### config.mk
export PLATFORM = sky130hd
export DESIGN_NAME = flash_wr_guard
export DESIGN_NICKNAME = d
export VERILOG_FILES = /design/src/rtl/flash_wr_guard_pkg.sv /design/src/rtl/fwg_req_classify.sv /design/src/rtl/fwg_range_check.sv /design/src/rtl/fwg_wel_latch.sv /design/src/rtl/fwg_verdict.sv /design/src/rtl/flash_wr_guard.sv
export SDC_FILE = /design/constraint.sdc
export NUM_CORES = 1
export LEC_CHECK = 0
export ABC_AREA = 1
export BUFFER_PORTS_ARGS = -buffer_cell sky130_fd_sc_hd__buf_4
export CAP_MARGIN = 25
export CORE_AREA = 2 2 39 41
export CTS_BUF_LIST = sky130_fd_sc_hd__clkbuf_4
export DETAILED_ROUTE_END_ITERATION = 8
export DIE_AREA = 0 0 41 43
export GPL_TIMING_DRIVEN = 0
export PLACE_DENSITY = 0.53
export SLEW_MARGIN = 20
export SYNTH_ARGS = -nofsm -noshare
export SYNTH_HDL_FRONTEND = slang
export SYNTH_HIERARCHICAL = 1
export SYNTH_SLANG_ARGS = --single-unit
export TNS_END_PERCENT = 100
### constraint.sdc
create_clock -name clk_i -period 0.8 [get_ports clk_i]
set_input_delay 0.16 -clock clk_i [delete_from_list [all_inputs] [get_ports clk_i]]
set_output_delay 0.16 -clock clk_i [all_outputs]
set_load 0.03 [all_outputs]
### src/rtl/flash_wr_guard_pkg.sv
package flash_wr_guard_pkg;
  localparam int unsigned RANGE_W     = 3;
  localparam int unsigned RANGE_CODES = 1 << RANGE_W;

  typedef enum logic [2:0] {
    REQ_NONE  = 3'd0,
    REQ_PROG  = 3'd1,
    REQ_ERASE = 3'd2,
    REQ_CFG   = 3'd3,
    REQ_MULTI = 3'd4
  } req_kind_e;

  typedef struct packed {
    logic wren;
    logic wrdis;
    logic prog;
    logic erase;
    logic cfg;
  } cmd_t;
endpackage

### src/rtl/fwg_req_classify.sv
module fwg_req_classify
  import flash_wr_guard_pkg::*;
(
  input  cmd_t      cmd_i,
  output req_kind_e kind_o,
  output logic      any_req_o
);
  logic [2:0] strobes;
  logic [1:0] n_strobes;

  assign strobes   = {cmd_i.cfg, cmd_i.erase, cmd_i.prog};
  assign n_strobes = 2'(strobes[0]) + 2'(strobes[1]) + 2'(strobes[2]);
  assign any_req_o = |strobes;

  always_comb begin
    kind_o = REQ_NONE;
    if (n_strobes > 2'd1)  kind_o = REQ_MULTI;
    else if (cmd_i.prog)   kind_o = REQ_PROG;
    else if (cmd_i.erase)  kind_o = REQ_ERASE;
    else if (cmd_i.cfg)    kind_o = REQ_CFG;
  end
endmodule

### src/rtl/fwg_range_check.sv
module fwg_range_check
  import flash_wr_guard_pkg::*;
#(
  parameter int unsigned ADDR_W = 20
) (
  input  logic [ADDR_W-1:0]  addr_i,
  input  logic [RANGE_W-1:0] range_i,
  output logic               hit_o
);
  localparam int unsigned TOP_CODE = RANGE_CODES - 1;

  logic [RANGE_CODES-1:0] code_hit;

  assign code_hit[0]        = 1'b0;
  assign code_hit[TOP_CODE] = 1'b1;

  // code k covers the region where the upper (TOP_CODE-k) address bits are all ones
  for (genvar k = 1; k < TOP_CODE; k++) begin : g_code
    localparam int unsigned W = TOP_CODE - k;
    assign code_hit[k] = &addr_i[ADDR_W-1 -: W];
  end

  assign hit_o = code_hit[range_i];
endmodule

### src/rtl/fwg_wel_latch.sv
module fwg_wel_latch (
  input  logic clk_i,
  input  logic rst_ni,
  input  logic set_i,
  input  logic clr_i,
  input  logic consume_i,
  output logic wel_o
);
  always_ff @(posedge clk_i or negedge rst_ni) begin
    if (!rst_ni)                wel_o <= 1'b0;
    else if (consume_i || clr_i) wel_o <= 1'b0;
    else if (set_i)             wel_o <= 1'b1;
  end
endmodule

### src/rtl/fwg_verdict.sv
module fwg_verdict
  import flash_wr_guard_pkg::*;
(
  input  logic      clk_i,
  input  logic      rst_ni,
  input  req_kind_e kind_i,
  input  logic      wel_i,
  input  logic      wp_ni,
  input  logic      range_hit_i,
  input  logic      otp_lock_i,
  output logic      grant_o,
  output logic      reject_o
);
  logic layer_ok;
  logic allow;

  assign layer_ok = wel_i && wp_ni;

  always_comb begin
    unique case (kind_i)
      REQ_PROG, REQ_ERASE: allow = layer_ok && !range_hit_i;
      REQ_CFG:             allow = layer_ok && !otp_lock_i;
      default:             allow = 1'b0;
    endcase
  end

  always_ff @(posedge clk_i or negedge rst_ni) begin
    if (!rst_ni) begin
      grant_o  <= 1'b0;
      reject_o <= 1'b0;
    end else begin
      grant_o  <= (kind_i != REQ_NONE) && allow;
      reject_o <= (kind_i != REQ_NONE) && !allow;
    end
  end
endmodule

### src/rtl/flash_wr_guard.sv
module flash_wr_guard
  import flash_wr_guard_pkg::*;
#(
  parameter int unsigned ADDR_W = 20
) (
  input  logic               clk_i,
  input  logic               rst_ni,
  input  logic               wren_i,
  input  logic               wrdis_i,
  input  logic               prog_i,
  input  logic               erase_i,
  input  logic               cfg_wr_i,
  input  logic [ADDR_W-1:0]  addr_i,
  input  logic               wp_ni,
  input  logic [RANGE_W-1:0] range_i,
  input  logic               otp_lock_i,
  output logic               grant_o,
  output logic               reject_o,
  output logic               wel_o
);
  cmd_t      cmd;
  req_kind_e kind;
  logic      any_req;
  logic      range_hit;

  assign cmd = '{wren: wren_i, wrdis: wrdis_i, prog: prog_i, erase: erase_i, cfg: cfg_wr_i};

  fwg_req_classify u_classify (
    .cmd_i     (cmd),
    .kind_o    (kind),
    .any_req_o (any_req)
  );

  fwg_range_check #(.ADDR_W(ADDR_W)) u_range (
    .addr_i  (addr_i),
    .range_i (range_i),
    .hit_o   (range_hit)
  );

  fwg_wel_latch u_wel (
    .clk_i     (clk_i),
    .rst_ni    (rst_ni),
    .set_i     (cmd.wren),
    .clr_i     (cmd.wrdis),
    .consume_i (any_req),
    .wel_o     (wel_o)
  );

  fwg_verdict u_verdict (
    .clk_i       (clk_i),
    .rst_ni      (rst_ni),
    .kind_i      (kind),
    .wel_i       (wel_o),
    .wp_ni       (wp_ni),
    .range_hit_i (range_hit),
    .otp_lock_i  (otp_lock_i),
    .grant_o     (grant_o),
    .reject_o    (reject_o)
  );
endmodule

==> run_results.csv <==
group,metric,value,unit
clocking,htreeDepth,1,
die,dieArea,1763,sq um
clocking,clk_latency,230,ps
outcome,status,"finished with violations",
critical_path,required,930,ps
place,placed_cell_area,471.7,sq um
outcome,violations,"setup timing",
grt,grt-ovfl-total,0,
yosys,synth_xor_area_share,0,%
place,gp_congestion,0.6393,
timing,finalMaxSlewViolations,0,
timing,setup_ws,-178.9,ps
grt,grt_pass1_wl,1166,um
power,swShare,27.41,%
timing,relSlewSlack,85.13,%
clocking,cts_made_buffers,3,
clocking,ctsLongestPathBuffers,2,
die,start_util,20.16,%
clocking,cts_tree,"yes",
clocking,clock-root-buffer,"clkbuf_4",
yosys,postSynthCellCount,47,
yosys,synth.cell_area,279.0,sq um
die,die_x,41,um
power,p_clk_share,43.2,%
clocking,clk_pin_slew,40,ps
die,core_area,1384,sq um
final_layout,fillers,161,
timing,max_freq,1.022,GHz
timing,rsz0062_at_grt,"true",
critical_path,path_max_fanout,3,
detailed_routing,num_vias,350,
grt,grt_pass1_vias,327,
yosys,ys_warn_count,6,
yosys,synth_mux_area_share,0,%
detailed_routing,wirelength,647,um
critical_path,arrival,1110,ps
detailed_routing,viasPerCell,3.977,
detailed_routing,ant_nets,0,
yosys,syn_area_per_cell,5.937,sq um
detailed_routing,drc_errors,0,
power,pwr-share-comb,33.1,%
timing,skew,2.535,ps
detailed_routing,drtIter0Drc,4,
yosys,synthesis.nets,80,
timing,fin_crit_sh,122.4,%
final_layout,insertedDiodeCount,0,
critical_path,worstSetupStartpointType,"input pin",
final_layout,area_growth,96.41,%
detailed_routing,first_pass_iters,4,
power,powerDensity,1259,nW/um^2
place,io_buffer_count,20,
yosys,seq_area_frac_synth,26.91,%
yosys,synth-simple-area-share,44.39,%
grt,antenna_found_initial,0,
timing,worst_pin_slew,221.5,ps
die,ios,35,
worst_hold_path,hp-class,"input pin to register",
critical_path,worstSetupEndpointType,"register",
yosys,synth_top_family_by_area,"simple AND/OR/NAND/NOR gates",
final_layout,fin_nets,106,
critical_path,crit_type,"input pin to register",
die,die_h,43,um
clocking,post_cts_buffers,0,
place,dp_hpwl,519,um
timing,finalSetupViolCount,5,
power,peakVddDrop,0.4710,mV
power,power,689.9,uW
yosys,synth_cell_types,17,
power,switchingPower,189.1,uW
flow_run,cap_viol_max_count,0,
final_layout,drive_above_1_share,48.61,%
yosys,ys_ff_latch,3,
yosys,synthAdderAreaFrac,4.484,%
place,dpl_worst_slack,-473.4,ps
grt,grt_start_max_net_pins,5,
power,p_int,500.8,uW
detailed_routing,wl_per_cell,7.352,um
die,rows,14,
power,leakage,0.2957,nW
timing,hold_viol,0,
final_layout,design_area,548.0,sq um
timing,min_period,978.9,ps
clocking,cts.sinks,3,
yosys,synth_compound_area_share,10.31,%
power,seq_power_share,23.7,%
grt,grt_util_all_layers,10.44,%
[area by class of cell]
class | count | area, sq um | area share, %
multi-input cells | 34 | 205.2 | 37.44
repair buffers | 21 | 178.9 | 32.65
flip-flops and latches | 3 | 75.07 | 13.70
inverters | 10 | 38.79 | 7.078
clock buffers | 4 | 30.03 | 5.479
well taps | 16 | 20.02 | 3.653
[through the flow]
stage                     std cells  utilization [%]  hold WS [ps]  TNS (ps)
final                            88            39.60         149.6    -625.3
after detailed placement         83            34.09        -49.90    -848.7
after floorplan                  47                -        -135.6    -458.5
after global placement           83            34.09        -49.47    -847.5
after CTS                        88            39.42         146.2    -630.2
after global routing             88            39.60         148.8    -826.3
[power groups by stage]
stage / Clock, mW / Combinational (mW) / Sequential [mW]
floorplan: 0 / 0.0931 / 0.179
global placement: 0 / 0.206 / 0.164
detailed placement: 0 / 0.206 / 0.165
CTS: 0.311 / 0.230 / 0.164
global route: 0.347 / 0.255 / 0.164
finish: 0.298 / 0.228 / 0.163
[final timing paths]
kind / to / slack (ps) / depth (start not counted) / from
max in group asynchronous: u_wel/wel_o / 460 / 2 / rst_ni
worst max register to register: u_verdict/reject_o / -30 / 5 / u_wel/wel_o
worst min register to register: u_wel/wel_o / 550 / 2 / u_wel/wel_o
worst min-delay path: u_wel/wel_o / 150 / 4 / wrdis_i
min in group asynchronous: u_verdict/grant_o / 250 / 2 / rst_ni
worst max-delay path: u_verdict/reject_o / -180 / 10 / prog_i
[worst max-delay path: stages]
cell     delay (ps)
buf_8           100
ha_4            230
nand2_4          70
nand2_4          70
a21oi_4         140
nand3_1          80
nand2_1          80
nand3_2          80
nand2_1          60
inv_1            30
[synthesized netlist by cell type]
library cell | n | area [sq um]
nand2_1 | 13 | 48.80
nor2_1 | 8 | 30.03
inv_1 | 6 | 22.52
dfrtp_1 | 3 | 75.07
nand3_1 | 3 | 15.01
inv_2 | 2 | 7.510
o21ai_1 | 2 | 10.01
a21oi_1 | 1 | 5.000
a21oi_2 | 1 | 8.760
clkinv_1 | 1 | 3.750
clkinv_2 | 1 | 5.000
ha_1 | 1 | 12.51
nand2_2 | 1 | 6.260
nand2_4 | 1 | 11.26
nand4_1 | 1 | 6.260
nor2_2 | 1 | 6.260
o21ai_0 | 1 | 5.000
[cell families (layout without fill, tap and decap cells)]
family,count (synthesis),count (layout)
compound gates,5,5
fa+ha+maj,1,1
buf+inv,10,35
flops,3,3
simple gates,28,28
[state kept, by name, indices dropped and copies added (netlist names)]
register / flops
u_verdict/grant_o: 1
u_verdict/reject_o: 1
u_wel/wel_o: 1
[layer usage]
metal / wire length (um) / GRT usage, %
met1: 272 / 10.29
met2: 334 / 15.00
met3: 41 / 4.712
met4: 0 / 10.00
met5: 0 / 0
[cell usage in the layout, fill, tap and decap left out, drive strengths merged]
master and instances:
ha 1, nand4 1, nor2 9, dlygate4sd3 1, dfrtp 3, o21ai 3, a21oi 2, inv 8
buf 20, nand2 15, nand3 3, clkinv 2, clkbuf 4
[what timing repair did]
action / in CTS / in global routing
hold buffers: 1 / 0
pin swaps: 9 / 1
resized for setup: 8 / 1
cloned: 0 / 0
setup endpoints to repair: 5 / 5
hold endpoints to repair: 3 / 0
(Power assumes the default switching activity.)
